## src/rtl/lockseq_pkg.sv

```systemverilog
package lockseq_pkg;

    typedef enum logic [1:0] {
        SEQ_HOLD = 2'b00,
        SEQ_WAIT = 2'b01,
        SEQ_DONE = 2'b10
    } seq_state_t;

    function automatic int unsigned cnt_width(input int unsigned limit);
        return (limit < 2) ? 1 : $clog2(limit + 1);
    endfunction

endpackage

```

## src/rtl/lockseq_rst_sync.sv

```systemverilog
module lockseq_rst_sync #(
    parameter int unsigned STAGES = 2
) (
    input  logic clk,
    input  logic arst_n,
    output logic srst_n
);

    logic [STAGES-1:0] chain_q;

    generate
        if (STAGES == 1) begin : g_single
            always_ff @(posedge clk or negedge arst_n) begin
                if (!arst_n) chain_q <= 1'b0;
                else         chain_q <= 1'b1;
            end
        end else begin : g_multi
            always_ff @(posedge clk or negedge arst_n) begin
                if (!arst_n) chain_q <= '0;
                else         chain_q <= {chain_q[STAGES-2:0], 1'b1};
            end
        end
    endgenerate

    assign srst_n = chain_q[STAGES-1];

endmodule

```

## src/rtl/lockseq_timer.sv

```systemverilog
module lockseq_timer #(
    parameter int unsigned LIMIT = 63,
    localparam int unsigned W = lockseq_pkg::cnt_width(LIMIT)
) (
    input  logic clk,
    input  logic rst_n,
    input  logic run,
    output logic expired
);

    localparam logic [W-1:0] TERM = W'(LIMIT);

    logic [W-1:0] cnt_q;

    always_ff @(posedge clk or negedge rst_n) begin
        if (!rst_n) begin
            cnt_q <= '0;
        end else if (!run) begin
            cnt_q <= '0;
        end else if (cnt_q != TERM) begin
            cnt_q <= cnt_q + 1'b1;
        end
    end

    assign expired = run && (cnt_q == TERM);

endmodule

```

## src/rtl/lockseq_fsm.sv

```systemverilog
module lockseq_fsm
    import lockseq_pkg::*;
(
    input  logic clk,
    input  logic rst_n,
    input  logic stby_expired,
    input  logic lock_expired,
    output logic hold_run,
    output logic wait_run,
    output logic standby_o,
    output logic lock_o
);

    seq_state_t state_q;
    seq_state_t state_d;

    always_comb begin
        state_d = state_q;
        unique case (state_q)
            SEQ_HOLD: if (stby_expired) state_d = SEQ_WAIT;
            SEQ_WAIT: if (lock_expired) state_d = SEQ_DONE;
            SEQ_DONE: state_d = SEQ_DONE;
            default:  state_d = SEQ_HOLD;
        endcase
    end

    always_ff @(posedge clk or negedge rst_n) begin
        if (!rst_n) state_q <= SEQ_HOLD;
        else        state_q <= state_d;
    end

    always_comb begin
        hold_run  = 1'b0;
        wait_run  = 1'b0;
        standby_o = 1'b1;
        lock_o    = 1'b0;
        unique case (state_q)
            SEQ_HOLD: hold_run = 1'b1;
            SEQ_WAIT: begin
                wait_run  = 1'b1;
                standby_o = 1'b0;
            end
            SEQ_DONE: begin
                standby_o = 1'b0;
                lock_o    = 1'b1;
            end
            default: begin
                standby_o = 1'b1;
                lock_o    = 1'b0;
            end
        endcase
    end

endmodule

```

## src/rtl/pll_lock_sequencer.sv

```systemverilog
module pll_lock_sequencer #(
    parameter int unsigned STBY_CYCLES = 63,
    parameter int unsigned LOCK_CYCLES = 25000,
    parameter int unsigned SYNC_STAGES = 2
) (
    input  logic clk,
    input  logic rst_n,
    output logic standby_o,
    output logic lock_o
);

    logic srst_n;
    logic hold_run;
    logic wait_run;
    logic stby_expired;
    logic lock_expired;

    lockseq_rst_sync #(.STAGES(SYNC_STAGES)) u_sync (
        .clk    (clk),
        .arst_n (rst_n),
        .srst_n (srst_n)
    );

    lockseq_timer #(.LIMIT(STBY_CYCLES)) u_stby_timer (
        .clk     (clk),
        .rst_n   (srst_n),
        .run     (hold_run),
        .expired (stby_expired)
    );

    lockseq_timer #(.LIMIT(LOCK_CYCLES)) u_lock_timer (
        .clk     (clk),
        .rst_n   (srst_n),
        .run     (wait_run),
        .expired (lock_expired)
    );

    lockseq_fsm u_fsm (
        .clk          (clk),
        .rst_n        (srst_n),
        .stby_expired (stby_expired),
        .lock_expired (lock_expired),
        .hold_run     (hold_run),
        .wait_run     (wait_run),
        .standby_o    (standby_o),
        .lock_o       (lock_o)
    );

endmodule

```

## config.mk

```make
export PLATFORM = sky130hd
export DESIGN_NAME = pll_lock_sequencer
export DESIGN_NICKNAME = d
export VERILOG_FILES = /design/src/rtl/lockseq_pkg.sv /design/src/rtl/lockseq_rst_sync.sv /design/src/rtl/lockseq_timer.sv /design/src/rtl/lockseq_fsm.sv /design/src/rtl/pll_lock_sequencer.sv
export SDC_FILE = /design/constraint.sdc
export NUM_CORES = 1
export LEC_CHECK = 0
export BUFFER_PORTS_ARGS = -buffer_cell sky130_fd_sc_hd__buf_4
export CELL_PAD_IN_SITES_DETAIL_PLACEMENT = 1
export CELL_PAD_IN_SITES_GLOBAL_PLACEMENT = 2
export CORE_MARGIN = 2
export CORE_UTILIZATION = 40
export DETAILED_ROUTE_END_ITERATION = 10
export GPL_TIMING_DRIVEN = 0
export PLACE_DENSITY_LB_ADDON = 0.1
export RECOVER_POWER = 100
export SYNTH_ARGS = -nofsm -noshare
export SYNTH_HDL_FRONTEND = slang
export SYNTH_HIERARCHICAL = 1
export SYNTH_SLANG_ARGS = --single-unit
```

## constraint.sdc

```tcl
create_clock -name clk -period 1 [get_ports clk]
set_clock_uncertainty 0.05 [all_clocks]
set_input_delay 0.15 -clock clk [delete_from_list [all_inputs] [get_ports clk]]
set_output_delay 0.15 -clock clk [all_outputs]
set_load 0.005 [all_outputs]
```

# --- After elaboration in Yosys (flattened, before gate mapping) ---
# Cells that the tools add are included.
totals:
  output_inout_bits: 2
  in_bits: 2
  elab_cells: 32
  ff_bits: 25
op_classes:
  muxes: 11
  n_eq_ne: 10
  addsub: 2
  reduce_logical: 5
op_table:
  columns: ["operator", "n"]
  rows:
  - ["two-way mux 15 bit", 2]
  - ["adder 15 x 1 -> 15 bit (second input constant)", 1]
  - ["== test 15 bit (second input constant)", 1]
  - ["!= test 15 bit (second input constant)", 1]
  - ["two-way mux 6 bit", 2]
  - ["!= test 2 bit (second input constant)", 4]
  - ["adder 6 x 1 -> 6 bit (second input constant)", 1]
  - ["== test 6 bit (second input constant)", 1]
  - ["!= test 6 bit (second input constant)", 1]
  - ["case mux 2 bit (3 select lines)", 1]
  - ["two-way mux 1 bit", 4]
  - ["two-way mux 2 bit", 2]
  - ["== test 2 x 1 -> 1 bit (second input constant)", 1]
  - ["== test 2 bit (second input constant)", 1]
  - ["logical AND 1 bit", 2]
  - ["zero test 2 bit", 1]
  - ["AND reduction 2 bit", 1]
  - ["OR reduction 2 bit", 1]

# --- Depth between registers and ports, before layout ---
# Gate-level depths: netlist of the first run.
logic_depth:
  depth_word: 5
  mapped_depth: 8
  mapped_depth_nobuf: 8

# --- Cells and area by module ---
# Netlist of the first run, hierarchy kept.
modules_own_cells:
  columns: ["module", "seq_area_each_um2", "cells_per_inst", "area_each_um2", "instances"]
  rows:
  - ["lockseq_timer at u_lock_timer", 375.4, 82, 829.5, 1]
  - ["lockseq_timer at u_stby_timer", 150.1, 30, 311.5, 1]
  - ["lockseq_fsm", 50.0, 14, 147.6, 1]
  - ["lockseq_rst_sync", 50.0, 3, 53.8, 1]

# --- Least setup slack after synthesis of the first run ---
# Ideal clock, no wire load.
synth_timing:
  kind: "reg-to-reg"
  from: "register u_lock_timer.cnt_q[12]"
  to: "register u_fsm.state_q[1]"
  setup_time_ps: 79
  n_path_buf: 0
  required_ps: 871
  path_stages_with_launch: 7
  arrival_ps: 1682
  synth_period_minus_slack_ps: 1811
  setup_slack_ps: -811
  cell_sequence: "dfrtp_1 or4b_1 nor3_2 and2_1 nor2b_4 a21oi_2 mux2i_1"
synth_between:
  elab_chain_cells: 4
synth_rtl:
  columns: ["element", "line", "source"]
  rows:
  - ["start: declaration", "lockseq_timer.sv:13", "logic [W-1:0] cnt_q;"]
  - ["start signal: assignment", "lockseq_timer.sv:21", "cnt_q <= cnt_q + 1'b1;"]
  - ["== test 15 bit", "lockseq_timer.sv:25", "assign expired = run && (cnt_q == TERM);"]
  - ["logical AND 1 bit", "lockseq_timer.sv:25", null]
  - ["named net lock_expired", "pll_lock_sequencer.sv:16", "logic lock_expired;"]
  - ["!= test 2 bit (no line)", null, null]
  - ["AND reduction 2 bit (no line)", null, null]
  - ["end signal: assignment", "lockseq_fsm.sv:29", "else state_q <= state_d;"]
  - ["end: declaration", "lockseq_fsm.sv:14", "seq_state_t state_q;"]
# The timed path passes the listed nets, and every way through them passes these cells.
# A chain may end at the register's enable or synchronous reset.

# --- Worst setup path in the final report of the first run ---
layout_timing:
  from: "register u_lock_timer.cnt_q[5]"
  to: "register u_fsm.state_q[1]"
# Same word-level chain as after synthesis.

==> impl_metrics.csv, run 1 <==
group,metric,value,unit
outcome,status,"finished, violations left",
outcome,violations,"setup timing",
timing,fin_crit,1813,ps
critical_path,cpMaxStageDelayCell,"or4b_4",
cts,htree_levels,1,
route,antenna_left,0,
timing,post-route-period-util,1.813,
critical_path,path_delay_family,"simple AND/OR/NAND/NOR gates",
route,drtIter0Drc,36,
timing,rsz0062_at_grt,"yes",
grt,grt_pass1_wl,4.885,mm
route,vias,1076,
grt,grt-ovfl-total,0,
critical_path,r2r_setup_slack,-810,ps
floorplan,io_pins,4,
yosys,synth_cell_type_count,39,
grt,antenna_found_initial,0,
timing,setup_slack,-812.5,ps
final_layout,final_nets,178,
yosys,synth_edf_count,0,
route,avgRoutedWirePerCell,15.91,µm
timing,tns,-11060,ps
cts,cts_root_buf,"clkbuf_4",
power,powerDensity,765.7,mW/mm²
cts,cts_made_buffers,3,
route,viasPerCell,5.005,
floorplan,fp.coreArea,0.003284,mm²
yosys,yosys.area_share.simple,0.2582,
yosys,synth.most_common_cell,"dfrtp_1",
job,maxCapViolCount,0,
yosys,synthArstFlopShare,1.000,
yosys,seq_area_frac_synth,0.4660,
power,power.share.sequential,0.669,
cts,cts_tree,"yes",
floorplan,start_util,0.4088,
floorplan,die_height,61.94,µm
critical_path,path_buf_inv,0,
floorplan,die_w,61.94,µm
cts,worst_skew_pair.late_latency,340,ps
grt,grt_usage,0.1777,
critical_path,timing_worst_setup_path_type,"reg2reg",
yosys,synth_top_area_frac,0.4660,
place,gp_congestion,0.7138,
timing,drv_slew,0,
place,io_buffers,3,
timing,hold_violations,0,
critical_path,endpoint_kind,"flip-flop",
yosys,syn_inst,129,
final_layout,drive_above_1_share,0.5385,
timing,max_freq,551.7,MHz
timing,worstMarginPinSlew,512.9,ps
timing,setup_viol,25,
yosys,synthXorXnorAreaFrac,0.05871,
grt,grt_pass1_vias,1057,
critical_path,path_max_fanout,5,
power,clockPowerShare,0.327,
power,p_int,1.183,mW
power,switching_share,0.2342,
final_layout,utilization,0.6141,
critical_path,cp_slowest_stage_delay,520,ps
grt,grt_start_max_net_pins,24,
power,vdd_drop_max,0.0007055,V
final_layout,area_delta_synth_final,50.23,%
critical_path,critical_path_required,1220,ps
yosys,muxShareOfSynthArea,0.04473,
critical_path,start_kind,"flip-flop",
cts,clk_pin_slew,150,ps
route,drc,0,
power,p_sw,0.3617,mW
yosys,synth_top_family_by_area,"simple AND/OR/NAND/NOR gates",
yosys,synth_nets,137,
critical_path,worstPathArrival,2030,ps
power,p_leak,0.8932,nW
yosys,yosys_warnings,6,
yosys,synth.avg_cell_area,10.41,µm²
yosys,synth_compound_area_frac,0.08015,
floorplan,fp.dieArea,0.003836,mm²
yosys,synth_common_cells,"dfrtp_1, and2_1, nand2_1",
yosys,yosysTopAreaCell,"dfrtp_1",
worst_hold_path,hp-class,"in2async",
timing,max-slew-margin-rel,0.6581,
power,combinationalPowerShare,0.004,
floorplan,row_count,21,
yosys,synth_fa_ha_area_frac,0.05592,
final_layout,fillers,347,
timing,whs,50.89,ps
yosys,syn-cell-area,0.001343,mm²
cts,cts_sinks,25,
yosys,ys.flop_type,"dfrtp_1",
yosys,synth_area_leaders,"dfrtp_1, ha_1, and2_1",
critical_path,cp_cell_sequence,"or4b_4 -> nor3_4 -> and2_4 -> nor2b_4 -> a21oi_2 -> mux2i_1",
place,place_hpwl,1.813,mm
cts,cts.path.max_buffers,2,
route,firstDrtPassIters,4,
final_layout,n_antenna_cell,0,
yosys,ys_seq_elements,25,
route,wl,3.421,mm
## area by class of cell
class	count	area, µm²	area share
Multi-Input combinational cell	92	890.9	0.4417
Inverter	9	33.78	0.01675
Timing Repair Buffer	36	314.1	0.1557
Clock inverter	1	8.758	0.004342
Clock buffer	3	22.52	0.01117
Sequential cell	25	634.4	0.3145
Buffer	3	55.05	0.02730
Tap cell	46	57.56	0.02854
## sequential cells by signal (all words and copies together), names as in the netlist
name	cells
u_lock_timer/cnt_q	15
u_sync/chain_q	2
u_stby_timer/cnt_q	6
u_fsm/state_q	2
## worst reg2reg max path, stage by stage, from the launching register on
cell and delay [ps]:
dfrtp_1 500, or4b_4 520, nor3_4 140, and2_4 170, nor2b_4 40, a21oi_2 120
mux2i_1 210
## stage by stage
step / total power, mW / area [µm²] / worst slack, ps / cells
after detailed placement: 1.058 / 1493 / -910.2 / 178
after floorplan: 1.048 / 1413 / -752.2 / 129
final: 1.544 / 2017 / -812.5 / 215
after global placement: 1.057 / 1493 / -901.2 / 178
after global routing: 1.618 / 2017 / -954.7 / 215
after CTS: 1.585 / 1788 / -847.5 / 199
## power by group through the flow
| stage | registers (mW) | clock network, mW | logic, mW |
|---|---|---|---|
| 2_1_floorplan | 1.05 | 0 | 0.000325 |
| 3_3_place_gp | 1.05 | 0 | 0.00408 |
| 3_5_place_dp | 1.05 | 0 | 0.00416 |
| 4_1_cts | 1.04 | 0.541 | 0.00734 |
| 5_1_grt | 1.04 | 0.573 | 0.00651 |
| 6_report | 1.03 | 0.505 | 0.00567 |
## worst paths after layout
| check | endpoint | from | cells after the start |
|---|---|---|---|
| worst min register to register | u_lock_timer/cnt_q[10]$_DFFE_PN0P_ | u_sync/chain_q[1]$_DFF_PN0_ | 0 |
| min in group clk | u_sync/chain_q[1]$_DFF_PN0_ | u_sync/chain_q[0]$_DFF_PN0_ | 0 |
| worst max-delay path | u_fsm/state_q[1]$_DFFE_PN0P_ | u_lock_timer/cnt_q[5]$_DFFE_PN0P_ | 6 |
| worst min-delay path | u_sync/chain_q[1]$_DFF_PN0_ | rst_n | 2 |
| max in group asynchronous | u_lock_timer/cnt_q[4]$_DFFE_PN0P_ | u_sync/chain_q[1]$_DFF_PN0_ | 0 |
| worst max register to register | u_fsm/state_q[1]$_DFFE_PN0P_ | u_lock_timer/cnt_q[5]$_DFFE_PN0P_ | 6 |
## kinds of logic after synthesis
group                    after synthesis
adder cells (fa/ha/maj)                6
other                                  1
multiplexers                           6
AND/OR/NAND/NOR                       54
buffers and inverters                 12
XOR/XNOR                               9
flip-flops                            25
AO/OA/AOI/OAI                         16
## cell usage in the layout, fill, tap and decap left out, types with 2 or more instances in the layout
master,synthesis,final
inv_1,9,6
and2_4,0,3
o21ai_2,0,2
buf_6,0,12
mux2i_1,6,4
dfrtp_2,0,7
inv_2,0,3
nand2b_1,2,2
nand2_1,11,9
xnor2_1,6,4
and2_1,11,8
xor2_1,3,3
ha_4,0,4
a21boi_1,2,2
nand4_1,2,2
buf_8,0,2
dfrtp_1,25,18
o31ai_1,2,2
o21ai_0,5,3
nor2_1,3,2
nand3_2,1,7
and3_4,1,2
mux2i_2,0,2
nand3_4,1,2
xnor2_2,0,2
buf_4,0,22
clkbuf_4,0,3
## what timing repair did
action / in CTS / in global routing
setup buffers: 16 / 20
hold buffers: 1 / 0
resized for setup: 32 / 29
setup endpoints to repair: 48 / 25
pin swaps: 5 / 18
hold endpoints to repair: 2 / 0
## layer usage
layer / global-route usage / vias to the layer above / share of wire
met1: 0.2245 / 530 / 0.46
li1: - / 528 / -
met4: 0.08511 / 0 / 0.022
met5: 0 / - / 0
met3: 0.03313 / 7 / 0.020
met2: 0.2932 / 11 / 0.50
Power figures use the tool's default switching activity.
==> inputs of run 2 (changes only) <==
--- a/config.mk
+++ b/config.mk
@@ -9,12 +9,13 @@
 export CELL_PAD_IN_SITES_DETAIL_PLACEMENT = 1
 export CELL_PAD_IN_SITES_GLOBAL_PLACEMENT = 2
 export CORE_MARGIN = 2
-export CORE_UTILIZATION = 40
+export CORE_UTILIZATION = 39
 export DETAILED_ROUTE_END_ITERATION = 10
 export GPL_TIMING_DRIVEN = 0
 export PLACE_DENSITY_LB_ADDON = 0.1
 export RECOVER_POWER = 100
+export SETUP_SLACK_MARGIN = 0.4
+export SKIP_CTS_REPAIR_TIMING = 1
 export SYNTH_ARGS = -nofsm -noshare
 export SYNTH_HDL_FRONTEND = slang
-export SYNTH_HIERARCHICAL = 1
 export SYNTH_SLANG_ARGS = --single-unit
==> impl_metrics.csv, run 2 <==
group,metric,value,unit
outcome,status,"finished, violations left",
outcome,violations,"setup timing",
floorplan,row_count,20,
yosys,yosys_warnings,0,
power,p_sw,0.3364,mW
cts,cts.path.max_buffers,2,
power,p_leak,0.6580,nW
timing,tns,-13580,ps
floorplan,io_pins,4,
place,io_buffers,3,
timing,fin_crit,2111,ps
timing,post-route-period-util,2.111,
final_layout,reg.largest.list,"u_lock_timer.cnt_q (15), u_stby_timer.cnt_q (6)",
route,drc,0,
yosys,synth.avg_cell_area,10.05,µm²
grt,grt_start_max_net_pins,24,
critical_path,path_max_fanout,4,
timing,rsz0062_at_grt,"yes",
critical_path,cp_slowest_stage_delay,480,ps
grt,grt_pass1_wl,4.471,mm
floorplan,start_util,0.4114,
route,vias,1018,
grt,antenna_found_initial,0,
critical_path,cp_cell_sequence,"inv_1 -> ha_1 -> or4bb_4 -> or4_4 -> buf_6 -> a21bo_1 -> a21oi_2",
power,vdd_drop_max,0.0008101,V
cts,worst_skew_pair.late_latency,330,ps
route,firstDrtPassIters,4,
yosys,synth_nets,134,
critical_path,r2r_start,"u_lock_timer.cnt_q[0]$_DFFE_PN0P_",
timing,setup_viol,25,
yosys,synth_area_leaders,"dfrtp_1, xnor2_1, ha_1",
power,powerDensity,869.5,mW/mm²
power,combinationalPowerShare,0.018,
yosys,ys_seq_elements,25,
critical_path,cpMaxStageDelayCell,"or4bb_4",
cts,cts_tree,"yes",
final_layout,fin_cells,194,
final_layout,largest_register,"u_lock_timer.cnt_q",
place,gp_congestion,0.7387,
route,drtIter0Drc,30,
critical_path,critical_path_required,1210,ps
grt,grt_pass1_vias,972,
cts,cts_sinks,25,
cts,htree_levels,1,
floorplan,die_height,60.98,µm
final_layout,drive_above_1_share,0.4267,
critical_path,r2r-end,"u_lock_timer.cnt_q[2]$_DFFE_PN0P_",
yosys,synth_cell_type_count,33,
yosys,yosysTopAreaCell,"dfrtp_1",
critical_path,r2r_cells,7,
critical_path,worstPathArrival,2330,ps
final_layout,final_nets,159,
cts,clk_pin_slew,140,ps
floorplan,fp.dieArea,0.003719,mm²
yosys,synth_top_area_frac,0.4941,
timing,drv_slew,0,
final_layout,area_delta_synth_final,37.06,%
final_layout,n_antenna_cell,0,
cts,cts_root_buf,"clkbuf_4",
power,clockPowerShare,0.307,
critical_path,endpoint_kind,"flip-flop",
power,p_total,1.509,mW
yosys,seq_area_frac_synth,0.4941,
worst_hold_path,hp-class,"in2async",
timing,setup_slack,-1111,ps
power,power.share.sequential,0.675,
yosys,synth_edf_count,0,
final_layout,layout_commonest_cell,"dfrtp_1",
yosys,synth_common_cells,"dfrtp_1, nor2_1, a21oi_1, inv_1, xnor2_1",
yosys,syn_inst,126,
yosys,synth.most_common_cell,"dfrtp_1",
critical_path,timing_worst_setup_path_type,"reg2reg",
timing,hold_violations,0,
place,place_hpwl,1.845,mm
route,avgRoutedWirePerCell,15.45,µm
power,p_int,1.173,mW
critical_path,path_buf_inv,2,
final_layout,largest_register_ffs,15,
yosys,synthArstFlopShare,1.000,
final_layout,layout_common_cells,"dfrtp_1, nor2_1, buf_4",
route,viasPerCell,5.247,
grt,grt-ovfl-total,0,
route,wl,2.997,mm
grt,grt_usage,0.1626,
critical_path,start_kind,"flip-flop",
place,place_ws,-1095,ps
critical_path,r2r_setup_slack,-1110,ps
timing,max_freq,473.6,MHz
final_layout,utilization,0.5638,
power,switching_share,0.2229,
critical_path,path_delay_family,"simple AND/OR/NAND/NOR gates",
floorplan,die_w,60.98,µm
yosys,ys.flop_type,"dfrtp_1",
place,dp_cells,173,
route,antenna_left,0,
cts,cts_made_buffers,3,
job,maxCapViolCount,0,
floorplan,fp.coreArea,0.003078,mm²
yosys,syn-cell-area,0.001266,mm²
-- run 2: cell types whose count changed after synthesis, sizes merged, moves of 3 or more --
cell / previous run / this run
nand3: 10 / 6
nand2: 11 / 7
xnor2: 6 / 9
mux2i: 6 / 2
a21oi: 1 / 10
nor2: 3 / 13
and2: 11 / 0
-- run 2: layout make-up --
cell class	instances	area (µm²)
plain buffers	2	18.77
multi-input cells	90	790.8
clock inverters	1	5.005
well taps	44	55.05
clock buffers	3	22.52
inverters	9	38.79
fillers	331	1343
repair buffers	20	170.2
flip-flops and latches	25	634.4
-- run 2: routing by layer --
| metal | GRT usage | vias to the layer above | share of wire |
|---|---|---|---|
| met1 | 0.2140 | 522 | 0.43 |
| met5 | 0 | - | 0 |
| met4 | 0.02484 | 0 | 0.0033 |
| met2 | 0.2688 | 6 | 0.54 |
| li1 | - | 488 | - |
| met3 | 0.05117 | 2 | 0.023 |
-- run 2: how the worst max path moves through the flow --
stage	end	from	slack, ps	cells past startpoint
4_1_cts	u_lock_timer.cnt_q[2]$_DFFE_PN0P_	u_lock_timer.cnt_q[2]$_DFFE_PN0P_	-1130	5
3_3_place_gp	u_lock_timer.cnt_q[2]$_DFFE_PN0P_	u_lock_timer.cnt_q[2]$_DFFE_PN0P_	-1070	5
5_1_grt	u_lock_timer.cnt_q[0]$_DFFE_PN0P_	u_lock_timer.cnt_q[0]$_DFFE_PN0P_	-1190	7
2_1_floorplan	u_lock_timer.cnt_q[2]$_DFFE_PN0P_	u_lock_timer.cnt_q[6]$_DFFE_PN0P_	-980	5
6_report	u_lock_timer.cnt_q[2]$_DFFE_PN0P_	u_lock_timer.cnt_q[0]$_DFFE_PN0P_	-1110	7
3_5_place_dp	u_lock_timer.cnt_q[2]$_DFFE_PN0P_	u_lock_timer.cnt_q[2]$_DFFE_PN0P_	-1100	5
-- run 2: cells by family (layout without fill, tap and decap cells) --
logic type	Yosys count	count (layout)	synth area share
compound gates	19	19	0.09387
xor+xnor	12	12	0.08301
fa+ha+maj	6	6	0.05929
buf+inv	11	35	0.03359
flops	25	25	0.4941
mux	2	2	0.01581
other cells	1	1	0.002962
simple gates	50	50	0.2174
-- run 2: stage by stage --
step | hold slack (ps) | area [µm²]
2_1_floorplan | -195.6 | 1386
3_3_place_gp | -118.7 | 1464
3_5_place_dp | -117.3 | 1464
4_1_cts | -502.7 | 1491
5_1_grt | 77.75 | 1735
6_report | 81.65 | 1735
-- run 2: power groups by stage --
| stage | combinational, mW | sequential, mW | clock, mW |
|---|---|---|---|
| finish | 0.0272 | 1.02 | 0.464 |
| global route | 0.0315 | 1.02 | 0.524 |
| CTS | 0.00417 | 1.04 | 0.490 |
| detailed placement | 0.00417 | 1.05 | 0 |
| global placement | 0.00400 | 1.05 | 0 |
| floorplan | 0.000325 | 1.05 | 0 |
-- run 2: worst reg2reg max path, stage by stage (launching register included) --
cell and delay, ps:
dfrtp_1 440, inv_1 70, ha_1 160, or4bb_4 480
or4_4 430, buf_6 140, a21bo_1 170, a21oi_2 100
